==> src/rtl/capTimerPkg.sv <==
package capTimerPkg;
  localparam int ADDR_W = 3;
  localparam int MODE_W = 8;
  localparam int SWCAP_BIT = 5;

  localparam logic [ADDR_W-1:0] ADDR_MODE = 3'd0;
  localparam logic [ADDR_W-1:0] ADDR_CMP  = 3'd1;
  localparam logic [ADDR_W-1:0] ADDR_CAP0 = 3'd2;
  localparam logic [ADDR_W-1:0] ADDR_CAP1 = 3'd3;
  localparam logic [ADDR_W-1:0] ADDR_CNT  = 3'd4;

  typedef enum logic [1:0] {
    SRC_PIN = 2'b00,
    SRC_T1  = 2'b01,
    SRC_T4  = 2'b10,
    SRC_T16 = 2'b11
  } clkSrc_e;

  typedef enum logic [1:0] {
    CAP_OFF       = 2'b00,
    CAP_PIN_RISE  = 2'b01,
    CAP_PIN_BOTH  = 2'b10,
    CAP_PEER_BOTH = 2'b11
  } capMode_e;

  // stored mode fields, bit order matches the write data layout
  typedef struct packed {
    capMode_e capMode;   // bits [4:3]
    logic     clrEn;     // bit 2
    clkSrc_e  clkSel;    // bits [1:0]
  } modeCfg_t;

  // strobes from control to datapath
  typedef struct packed {
    logic countEn;
    logic clearCnt;
    logic cap0Load;
    logic cap1Load;
    logic cmpLoad;
  } dpStrobe_t;
endpackage

==> src/rtl/capTimerEdge.sv <==
module capTimerEdge #(
  parameter int STAGES = 2
) (
  input  logic clk,
  input  logic rstN,
  input  logic pinIn,
  output logic riseEvt,
  output logic fallEvt
);
  logic [STAGES-1:0] syncQ;
  logic lastQ;

  always_ff @(posedge clk or negedge rstN) begin
    if (!rstN) begin
      syncQ <= '0;
      lastQ <= 1'b0;
    end else begin
      syncQ <= {syncQ[STAGES-2:0], pinIn};
      lastQ <= syncQ[STAGES-1];
    end
  end

  assign riseEvt = syncQ[STAGES-1] & ~lastQ;
  assign fallEvt = ~syncQ[STAGES-1] & lastQ;
endmodule

==> src/rtl/capTimerCtl.sv <==
module capTimerCtl
  import capTimerPkg::*;
#(
  parameter int CNT_W       = 16,
  parameter int SYNC_STAGES = 2
) (
  input  logic              clk,
  input  logic              rstN,
  input  logic              wrEn,
  input  logic [ADDR_W-1:0] addr,
  input  logic [CNT_W-1:0]  wrData,
  input  logic              tick1,
  input  logic              tick4,
  input  logic              tick16,
  input  logic              extPin,
  input  logic              peerOut,
  input  logic              runEn,
  input  logic              cntMatch,
  output dpStrobe_t         strobes,
  output logic [MODE_W-1:0] modeRead,
  output logic              irqPulse
);
  localparam int NUM_EDGE = 2;   // index 0: extPin, index 1: peerOut
  localparam int CFG_W = $bits(modeCfg_t);

  modeCfg_t cfg;
  logic [NUM_EDGE-1:0] pinVec;
  logic [NUM_EDGE-1:0] riseVec;
  logic [NUM_EDGE-1:0] fallVec;
  logic modeWr;
  logic swCap;
  logic [3:0] tickVec;
  logic selTick;

  assign pinVec = {peerOut, extPin};

  for (genvar g = 0; g < NUM_EDGE; g++) begin : gEdge
    capTimerEdge #(.STAGES(SYNC_STAGES)) uEdge (
      .clk    (clk),
      .rstN   (rstN),
      .pinIn  (pinVec[g]),
      .riseEvt(riseVec[g]),
      .fallEvt(fallVec[g])
    );
  end

  assign modeWr = wrEn && (addr == ADDR_MODE);
  assign swCap  = modeWr && !wrData[SWCAP_BIT];

  always_ff @(posedge clk or negedge rstN) begin
    if (!rstN) begin
      cfg <= '{capMode: CAP_OFF, clrEn: 1'b0, clkSel: SRC_PIN};
    end else if (modeWr) begin
      cfg <= modeCfg_t'(wrData[CFG_W-1:0]);
    end
  end

  assign modeRead = {2'b00, 1'b1, cfg};

  assign tickVec = {tick16, tick4, tick1, riseVec[0]};
  assign selTick = tickVec[cfg.clkSel];

  always_comb begin
    strobes          = '0;
    strobes.countEn  = runEn & selTick;
    strobes.clearCnt = runEn & selTick & cfg.clrEn & cntMatch;
    strobes.cmpLoad  = wrEn && (addr == ADDR_CMP);
    strobes.cap0Load = swCap;
    unique case (cfg.capMode)
      CAP_OFF: ;
      CAP_PIN_RISE: strobes.cap0Load = swCap | riseVec[0];
      CAP_PIN_BOTH: begin
        strobes.cap0Load = swCap | riseVec[0];
        strobes.cap1Load = fallVec[0];
      end
      CAP_PEER_BOTH: begin
        strobes.cap0Load = swCap | riseVec[1];
        strobes.cap1Load = fallVec[1];
      end
      default: ;
    endcase
  end

  assign irqPulse = riseVec[0];
endmodule

==> src/rtl/capTimerDp.sv <==
module capTimerDp
  import capTimerPkg::*;
#(
  parameter int CNT_W = 16
) (
  input  logic              clk,
  input  logic              rstN,
  input  dpStrobe_t         strobes,
  input  logic [CNT_W-1:0]  wrData,
  input  logic [ADDR_W-1:0] addr,
  input  logic [MODE_W-1:0] modeRead,
  output logic [CNT_W-1:0]  rdData,
  output logic [CNT_W-1:0]  countVal,
  output logic [CNT_W-1:0]  capVal0,
  output logic [CNT_W-1:0]  capVal1,
  output logic              cntMatch
);
  localparam logic [CNT_W-1:0] ONE = CNT_W'(1);

  logic [CNT_W-1:0] cnt;
  logic [CNT_W-1:0] cmpVal;
  logic [CNT_W-1:0] cap0;
  logic [CNT_W-1:0] cap1;

  always_ff @(posedge clk or negedge rstN) begin
    if (!rstN) begin
      cnt <= '0;
    end else if (strobes.clearCnt) begin
      cnt <= '0;
    end else if (strobes.countEn) begin
      cnt <= cnt + ONE;
    end
  end

  always_ff @(posedge clk or negedge rstN) begin
    if (!rstN) begin
      cmpVal <= '0;
    end else if (strobes.cmpLoad) begin
      cmpVal <= wrData;
    end
  end

  always_ff @(posedge clk or negedge rstN) begin
    if (!rstN) begin
      cap0 <= '0;
      cap1 <= '0;
    end else begin
      if (strobes.cap0Load) cap0 <= cnt;
      if (strobes.cap1Load) cap1 <= cnt;
    end
  end

  assign cntMatch = (cnt == cmpVal);

  always_comb begin
    unique case (addr)
      ADDR_MODE: rdData = {{(CNT_W-MODE_W){1'b0}}, modeRead};
      ADDR_CMP:  rdData = cmpVal;
      ADDR_CAP0: rdData = cap0;
      ADDR_CAP1: rdData = cap1;
      ADDR_CNT:  rdData = cnt;
      default:   rdData = '0;
    endcase
  end

  assign countVal = cnt;
  assign capVal0  = cap0;
  assign capVal1  = cap1;
endmodule

==> src/rtl/capTimer.sv <==
module capTimer
  import capTimerPkg::*;
#(
  parameter int CNT_W       = 16,
  parameter int SYNC_STAGES = 2
) (
  input  logic              clk,
  input  logic              rstN,
  input  logic              wrEn,
  input  logic [ADDR_W-1:0] addr,
  input  logic [CNT_W-1:0]  wrData,
  output logic [CNT_W-1:0]  rdData,
  input  logic              tick1,
  input  logic              tick4,
  input  logic              tick16,
  input  logic              extPin,
  input  logic              peerOut,
  input  logic              runEn,
  output logic [CNT_W-1:0]  countVal,
  output logic [CNT_W-1:0]  capVal0,
  output logic [CNT_W-1:0]  capVal1,
  output logic              matchFlag,
  output logic              irqPulse
);
  dpStrobe_t         strobes;
  logic [MODE_W-1:0] modeRead;
  logic              cntMatch;

  capTimerCtl #(.CNT_W(CNT_W), .SYNC_STAGES(SYNC_STAGES)) uCtl (
    .clk     (clk),
    .rstN    (rstN),
    .wrEn    (wrEn),
    .addr    (addr),
    .wrData  (wrData),
    .tick1   (tick1),
    .tick4   (tick4),
    .tick16  (tick16),
    .extPin  (extPin),
    .peerOut (peerOut),
    .runEn   (runEn),
    .cntMatch(cntMatch),
    .strobes (strobes),
    .modeRead(modeRead),
    .irqPulse(irqPulse)
  );

  capTimerDp #(.CNT_W(CNT_W)) uDp (
    .clk     (clk),
    .rstN    (rstN),
    .strobes (strobes),
    .wrData  (wrData),
    .addr    (addr),
    .modeRead(modeRead),
    .rdData  (rdData),
    .countVal(countVal),
    .capVal0 (capVal0),
    .capVal1 (capVal1),
    .cntMatch(cntMatch)
  );

  assign matchFlag = cntMatch;
endmodule

==> config.mk <==
export PLATFORM = sky130hd
export DESIGN_NAME = capTimer
export DESIGN_NICKNAME = d
export VERILOG_FILES = /design/src/rtl/capTimerPkg.sv /design/src/rtl/capTimerEdge.sv /design/src/rtl/capTimerCtl.sv /design/src/rtl/capTimerDp.sv /design/src/rtl/capTimer.sv
export SDC_FILE = /design/constraint.sdc
export NUM_CORES = 1
export LEC_CHECK = 0
export BUFFER_PORTS_ARGS = -buffer_cell sky130_fd_sc_hd__clkbuf_2
export CORE_MARGIN = 2
export CORE_UTILIZATION = 54
export CTS_CLUSTER_SIZE = 24
export DETAILED_ROUTE_END_ITERATION = 16
export GPL_TIMING_DRIVEN = 0
export HOLD_SLACK_MARGIN = 0.06
export PLACE_DENSITY = 0.81
export SETUP_SLACK_MARGIN = 0.5
export SYNTH_ARGS = -nofsm -noshare
export SYNTH_HDL_FRONTEND = slang
export SYNTH_SLANG_ARGS = --single-unit
==> constraint.sdc <==
create_clock -name clk -period 2 [get_ports clk]
set_input_delay 0.1 -clock clk [delete_from_list [all_inputs] [get_ports clk]]
set_output_delay 0.1 -clock clk [all_outputs]
set_load 0.005 [all_outputs]
==> flow_summary.json, run 1 <==
{
  "r2r_cells": 9,
  "synth_top_area_share_pct": 48.8,
  "total_power_w": 0.00479,
  "finalHoldViolCount": 0,
  "fillCellCount": 369,
  "synth_top_family_by_area": "multiplexers",
  "p_leak_nw": 2.69,
  "setup_violations": 0,
  "synthArstFlopShare_pct": 100,
  "die_y_um": 88.4,
  "root_buffer": "clkbuf_8",
  "combPwrFrac_pct": 28.3,
  "drc": 0,
  "first_global_vias": 3336,
  "ys_top_cells_by_count": "dfrtp_1, mux2_2, xnor2_1",
  "synth_flop_cell": "dfrtp_1",
  "synth_cell_types": 43,
  "synth.cell_area_um2": 3850,
  "finalClockSkew_ns": 0.0136,
  "fin_crit_ns": 1.96,
  "grt_start_max_net_pins": 55,
  "clkPwrFrac_pct": 29.9,
  "portBuffers": 92,
  "antenna_cells": 0,
  "crit_slowest_cell": "dfrtp_1",
  "core_area_um2": 6830,
  "ant_nets": 0,
  "multiInputGateArea_um2": 2070,
  "drt_iter0_markers": 470,
  "wl_mm": 12.8,
  "cp-start-kind": "register",
  "yosysSeqAreaShare_pct": 48.8,
  "dp.final_hpwl_mm": 7.17,
  "overflow": 0,
  "path_common_cell": "buf_6",
  "synth_xor_area_share_pct": 5.46,
  "cts_made_buffers": 9,
  "synth_enable_flop_cells": 0,
  "clk_path_buf_depth": 2,
  "fin_nets": 514,
  "worstPathArrival_ns": 2.18,
  "grtUsageTotal_pct": 29.6,
  "vias": 3567,
  "dp_worst_setup_slack_ns": 0.00268,
  "crit_type": "reg2reg",
  "switching_share_pct": 30.3,
  "rr_endpoint": "uDp.countVal[6]$_DFFE_PN0P_",
  "place_congestion": 0.860,
  "path_clk_slew_ns": 0.08,
  "yosysWarningCount": 0,
  "vias_per_cell": 6.09,
  "maxCapViolations": 0,
  "syn-instance-count": 326,
  "synth-compound-area-share_pct": 9.43,
  "synth.net_count": 355,
  "yosys.area.top_type": "dfrtp_1",
  "ios": 94,
  "row_count": 30,
  "fin_ws_ns": 0.0429,
  "seqPwrFrac_pct": 41.8,
  "htreeDepth": 3,
  "clock-sinks": 75,
  "syn2layout_area_growth_pct": 45.3,
  "crit_required_ns": 2.22,
  "powerDensity_nw_per_um2": 857,
  "max_freq_mhz": 511,
  "critPathCapture": "uDp.countVal[6]$_DFFE_PN0P_",
  "status": "completed",
  "antenna_found_initial": 0,
  "rsz0062_at_grt": "true",
  "synthMuxAreaShare_pct": 21.6,
  "dr.pass1.iters": 5,
  "die_w_um": 88.4,
  "cp-end-kind": "register",
  "wl_per_cell_um": 21.9,
  "grt_pass1_wl_mm": 17.3,
  "path_cells": "buf_6 > xnor2_2 > nand4_1 > nor4_4 > buf_4 > and3_4 > buf_6 > buf_12 > o22ai_2",
  "drv_slew": 0,
  "clk-insertion-delay-late_ns": 0.35,
  "slew_headroom_pct": 53.7,
  "start_util_pct": 56.3,
  "seq_area_um2": 1890,
  "vdd_ir_drop_max_v": 0.000634,
  "drive_gt1_share_pct": 56.9,
  "rrSetupSlack_ns": 0.04,
  "synth_fa_ha_area_share_pct": 0.325,
  "switchingPower_w": 0.00145,
  "worstPathMaxFanout": 6,
  "synthSimpleGateAreaFrac_pct": 9.95,
  "synth_most_common_cell": "dfrtp_1",
  "ys_seq_elements": 75,
  "synth_area_per_cell_um2": 11.8,
  "synth_area_leaders": "dfrtp_1, mux2_2, xnor2_1",
  "worst_pin_slew_ns": 0.692,
  "intPower_w": 0.00334,
  "hp-class": "in2reg",
  "post-route-period-util_pct": 97.9,
  "r2r_start": "uDp.countVal[5]$_DFFE_PN0P_",
  "die-area_um2": 7820,
  "startpoint": "uDp.countVal[5]$_DFFE_PN0P_",
  "cts_tree": "built",
  "max_stage_delay_ns": 0.40
}
## final cells by class
| class | count | share of cell area (%) |
|---|---|---|
| Clock inverter | 5 | 1.79 |
| Timing Repair Buffer | 148 | 18.3 |
| Sequential cell | 75 | 33.8 |
| Multi-Input combinational cell | 222 | 37.0 |
| Inverter | 4 | 0.313 |
| Tap cell | 96 | 2.15 |
| Clock buffer | 11 | 2.53 |
| Buffer | 25 | 4.16 |
## state kept, by name (all words and copies together), names as in the netlist
name                    cells
uCtl.gEdge.uEdge.lastQ      2
uCtl.gEdge.uEdge.syncQ      4
uCtl.modeRead               5
uDp.capVal0                16
uDp.capVal1                16
uDp.cmpVal                 16
uDp.countVal               16
## placed cells by master (no fill, tap or decap), drive strengths merged, types with 5 or more instances in the layout
cell,instances
a21oi,10
a22oi,10
buf,54
clkbuf,111
dfrtp,75
dlygate4sd3,19
mux2,54
mux2i,20
nand2,15
nand4,7
nor2,18
nor3,5
o21ai,8
o22ai,17
xnor2,24
## worst max-delay path, delay by kind of cell, from the launching register on
kind	cells	cell delay (ns)
AND/OR/NAND/NOR	3	0.63
buffers and inverters	4	0.58
flip-flops	1	0.40
XOR/XNOR	1	0.16
AO/OA/AOI/OAI	1	0.06
## stage by stage
step	hold slack, ns	cell area [um^2]	instances	util [%]	TNS, ns
detailed placement	0.0578	4530	515	66.4	0
global placement	0.209	4500	514	65.9	-0.128
floorplan	-0.196	3920	326	-	0
finish	0.165	5590	586	81.8	0
global route	0.212	5590	586	81.8	-0.142
CTS	0.140	5290	564	77.5	0
## layer usage
layer	track usage [%]	routed length, um	up-vias
li1	-	-	1505
met1	40.0	5150	1808
met2	47.2	6460	207
met3	4.94	815	47
met4	13.6	423	0
met5	0	0	-
## how the worst min path moves through the flow
stage | from | to | slack, ns | cells past startpoint
floorplan | rstN | uCtl.gEdge[0].uEdge.lastQ$_DFF_PN0_ | -0.20 | 0
global placement | extPin | uCtl.gEdge[0].uEdge.syncQ[0]$_DFF_PN0_ | 0.21 | 1
detailed placement | rstN | uDp.countVal[0]$_DFFE_PN0P_ | 0.06 | 1
CTS | addr[2] | uCtl.modeRead[1]$_DFFE_PN0P_ | 0.14 | 4
global route | addr[2] | uCtl.modeRead[1]$_DFFE_PN0P_ | 0.21 | 4
finish | addr[2] | uCtl.modeRead[1]$_DFFE_PN0P_ | 0.17 | 4
## cell families (layout without fill, tap and decap cells)
logic type / count (synthesis) / in the layout
mux: 75 / 75
flops: 75 / 75
simple gates: 69 / 69
compound gates: 53 / 53
buf+inv: 29 / 193
xor+xnor: 24 / 24
fa+ha+maj: 1 / 1
## power groups by stage
stage	Sequential (W)	Clock (W)	Combinational, W
2_1_floorplan	0.00193	0	0.000656
3_3_place_gp	0.00197	0	0.000962
3_5_place_dp	0.00198	0	0.000996
4_1_cts	0.00198	0.00141	0.00118
6_report	0.00200	0.00143	0.00136
5_1_grt	0.00202	0.00149	0.00143
## what timing repair did
| item | CTS | global route |
|---|---|---|
| gates resized for setup | 55 | 31 |
| pin swaps | 9 | 14 |
| cloned | 0 | 2 |
| setup endpoints to repair | 59 | 75 |
| hold buffers | 19 | 0 |
| buffers inserted | 14 | 20 |
| hold endpoints to repair | 87 | 0 |
Note: power is estimated with default switching activity, not from simulation.
==> inputs of run 2 (changes only) <==
==> constraint.sdc (replaced) <==
create_clock -name clk -period 1.9 [get_ports clk]
set_input_delay 0.095 -clock clk [delete_from_list [all_inputs] [get_ports clk]]
set_output_delay 0.095 -clock clk [all_outputs]
set_load 0.005 [all_outputs]
==> run 2 against run 1 <==
  * Design area grew 5.1%
  * Critical endpoint is now matchFlag
  * Sequential power grew 5%
  * Highest routed layer unchanged
  * Routed wire length grew 9.0%
  * Critical path depth shrank 4
  * Largest cell class unchanged
  * The flow now finishes with violations (setup timing)
  * Clock skew shrank 0.0040 ns
  * Flip-flop and latch count is the same
==> flow_summary.json, run 2 (synthesis gave the netlist of run 1 again) <==
{
  "overflow": 0,
  "grt_pass1_wl_mm": 19.9,
  "final_cell_mix": "clkbuf_2, dfrtp_1, mux2_4",
  "max_stage_delay_ns": 0.48,
  "worstPathMaxFanout": 7,
  "slew_headroom_pct": 54.0,
  "wl_per_cell_um": 23.6,
  "hp-class": "in2async",
  "rrSetupSlack_ns": -0.17,
  "setup-tns-final_ns": -2.16,
  "violations": "setup timing",
  "crit_required_ns": 1.80,
  "antenna_found_initial": 0,
  "clock-sinks": 75,
  "r2r_cells": 7,
  "drc": 0,
  "clk-insertion-delay-late_ns": 0.36,
  "max_freq_mhz": 477,
  "grtUsageTotal_pct": 34.6,
  "crit_type": "reg2out",
  "row_count": 30,
  "worst_pin_slew_ns": 0.687,
  "die_w_um": 88.4,
  "vdd_ir_drop_max_v": 0.000691,
  "syn2layout_area_growth_pct": 52.7,
  "die-area_um2": 7820,
  "cts_tree": "built",
  "r2r_start": "uDp.countVal[12]$_DFFE_PN0P_",
  "ant_nets": 0,
  "path_clk_slew_ns": 0.07,
  "worstPathArrival_ns": 2.00,
  "dp.final_hpwl_mm": 7.04,
  "root_buffer": "clkbuf_8",
  "multiInputGateArea_um2": 2260,
  "grt_start_max_net_pins": 66,
  "total_power_w": 0.00496,
  "drt_iter0_markers": 332,
  "seq_area_um2": 1890,
  "fin_ws_ns": -0.197,
  "path_cells": "xnor2_2 > nand4_1 > nor4_4 > buf_4 > buf_6",
  "portBuffers": 92,
  "fin_nets": 523,
  "wl_mm": 14.0,
  "clk_path_buf_depth": 2,
  "start_util_pct": 56.3,
  "place_congestion": 0.899,
  "status": "finished, violations left",
  "cp-start-kind": "register",
  "htreeDepth": 3,
  "finalHoldViolCount": 0,
  "cts_made_buffers": 9,
  "drive_gt1_share_pct": 61.8,
  "drv_slew": 0,
  "post-route-period-util_pct": 110,
  "final_common_cell": "clkbuf_2",
  "finalClockSkew_ns": 0.00959,
  "first_global_vias": 3654,
  "die_y_um": 88.4,
  "ios": 94,
  "p_leak_nw": 2.82,
  "antenna_cells": 0,
  "crit_slowest_cell": "dfrtp_2",
  "rr_endpoint": "uDp.countVal[6]$_DFFE_PN0P_",
  "vias_per_cell": 6.19,
  "powerDensity_nw_per_um2": 845,
  "utilization_pct": 86.0,
  "rsz0062_at_grt": "true",
  "cp-end-kind": "primary output",
  "core_area_um2": 6830,
  "fillCellCount": 298,
  "maxCapViolations": 0,
  "fin_crit_ns": 2.10,
  "vias": 3674,
  "setup_violations": 16,
  "dr.pass1.iters": 5
}
[run 2: what timing repair did]
item                                   in CTS  in global routing
buffers inserted                           28                 14
gates resized for setup                    90                 59
cloned                                      3                  0
hold buffers                               19                  0
setup endpoints to repair                  69                 75
endpoints found under the hold margin      98                  0
pin swaps                                  23                 12
[run 2: worst max-delay path by stage]
stage	to	start	slack (ns)	depth (start not counted)
floorplan	uDp.countVal[3]$_DFFE_PN0P_	uDp.countVal[6]$_DFFE_PN0P_	0.17	8
finish	matchFlag	uDp.countVal[12]$_DFFE_PN0P_	-0.20	5
global placement	uDp.countVal[6]$_DFFE_PN0P_	uDp.countVal[12]$_DFFE_PN0P_	-0.13	7
global route	matchFlag	uDp.countVal[12]$_DFFE_PN0P_	-0.18	5
CTS	matchFlag	uDp.countVal[2]$_DFFE_PN0P_	0.01	6
detailed placement	uDp.countVal[6]$_DFFE_PN0P_	uDp.countVal[12]$_DFFE_PN0P_	-0.15	7
[run 2: routing by layer]
metal	GRT usage (%)	share of wire [%]	wire, um	up-vias
met5	0	0	0	-
met4	13.2	4.5	628	0
met3	7.65	9.1	1270	76
met2	58.0	48	6700	259
met1	44.1	39	5400	1825
li1	-	-	-	1514
[run 2: cell type report]
cell class | count | area share [%]
clock buffer | 12 | 2.47
timing repair buffer | 157 | 19.9
multi-input combinational | 222 | 38.4
buffer | 25 | 4.32
tap | 96 | 2.04
sequential | 75 | 32.2
inverter | 4 | 0.383
clock inverter | 3 | 0.256
[run 2: critical path: cells and delay by family (launching register included)]
family | cells | cell delay [ns]
AND/OR/NAND/NOR | 2 | 0.68
flip-flops | 1 | 0.48
buffers and inverters | 2 | 0.29
XOR/XNOR | 1 | 0.19
[run 2: per-stage QoR]
step,instance area (um^2),instances,hold slack [ns],setup WS [ns]
3_3_place_gp,4540,514,0.204,-0.125
6_report,5880,594,0.138,-0.197
4_1_cts,5570,580,0.128,0.0134
3_5_place_dp,4570,515,-0.0182,-0.149
5_1_grt,5880,594,0.162,-0.184
2_1_floorplan,3960,326,-0.201,0.175
[run 2: power by group]
part           leakage [nW]  total (W)  switching, W  internal, W
Clock                0.0860    0.00110      0.000604     0.000498
Sequential            0.966    0.00210      0.000286      0.00182
Combinational          1.77    0.00176      0.000784     0.000976
Total                  2.82    0.00496       0.00167      0.00329
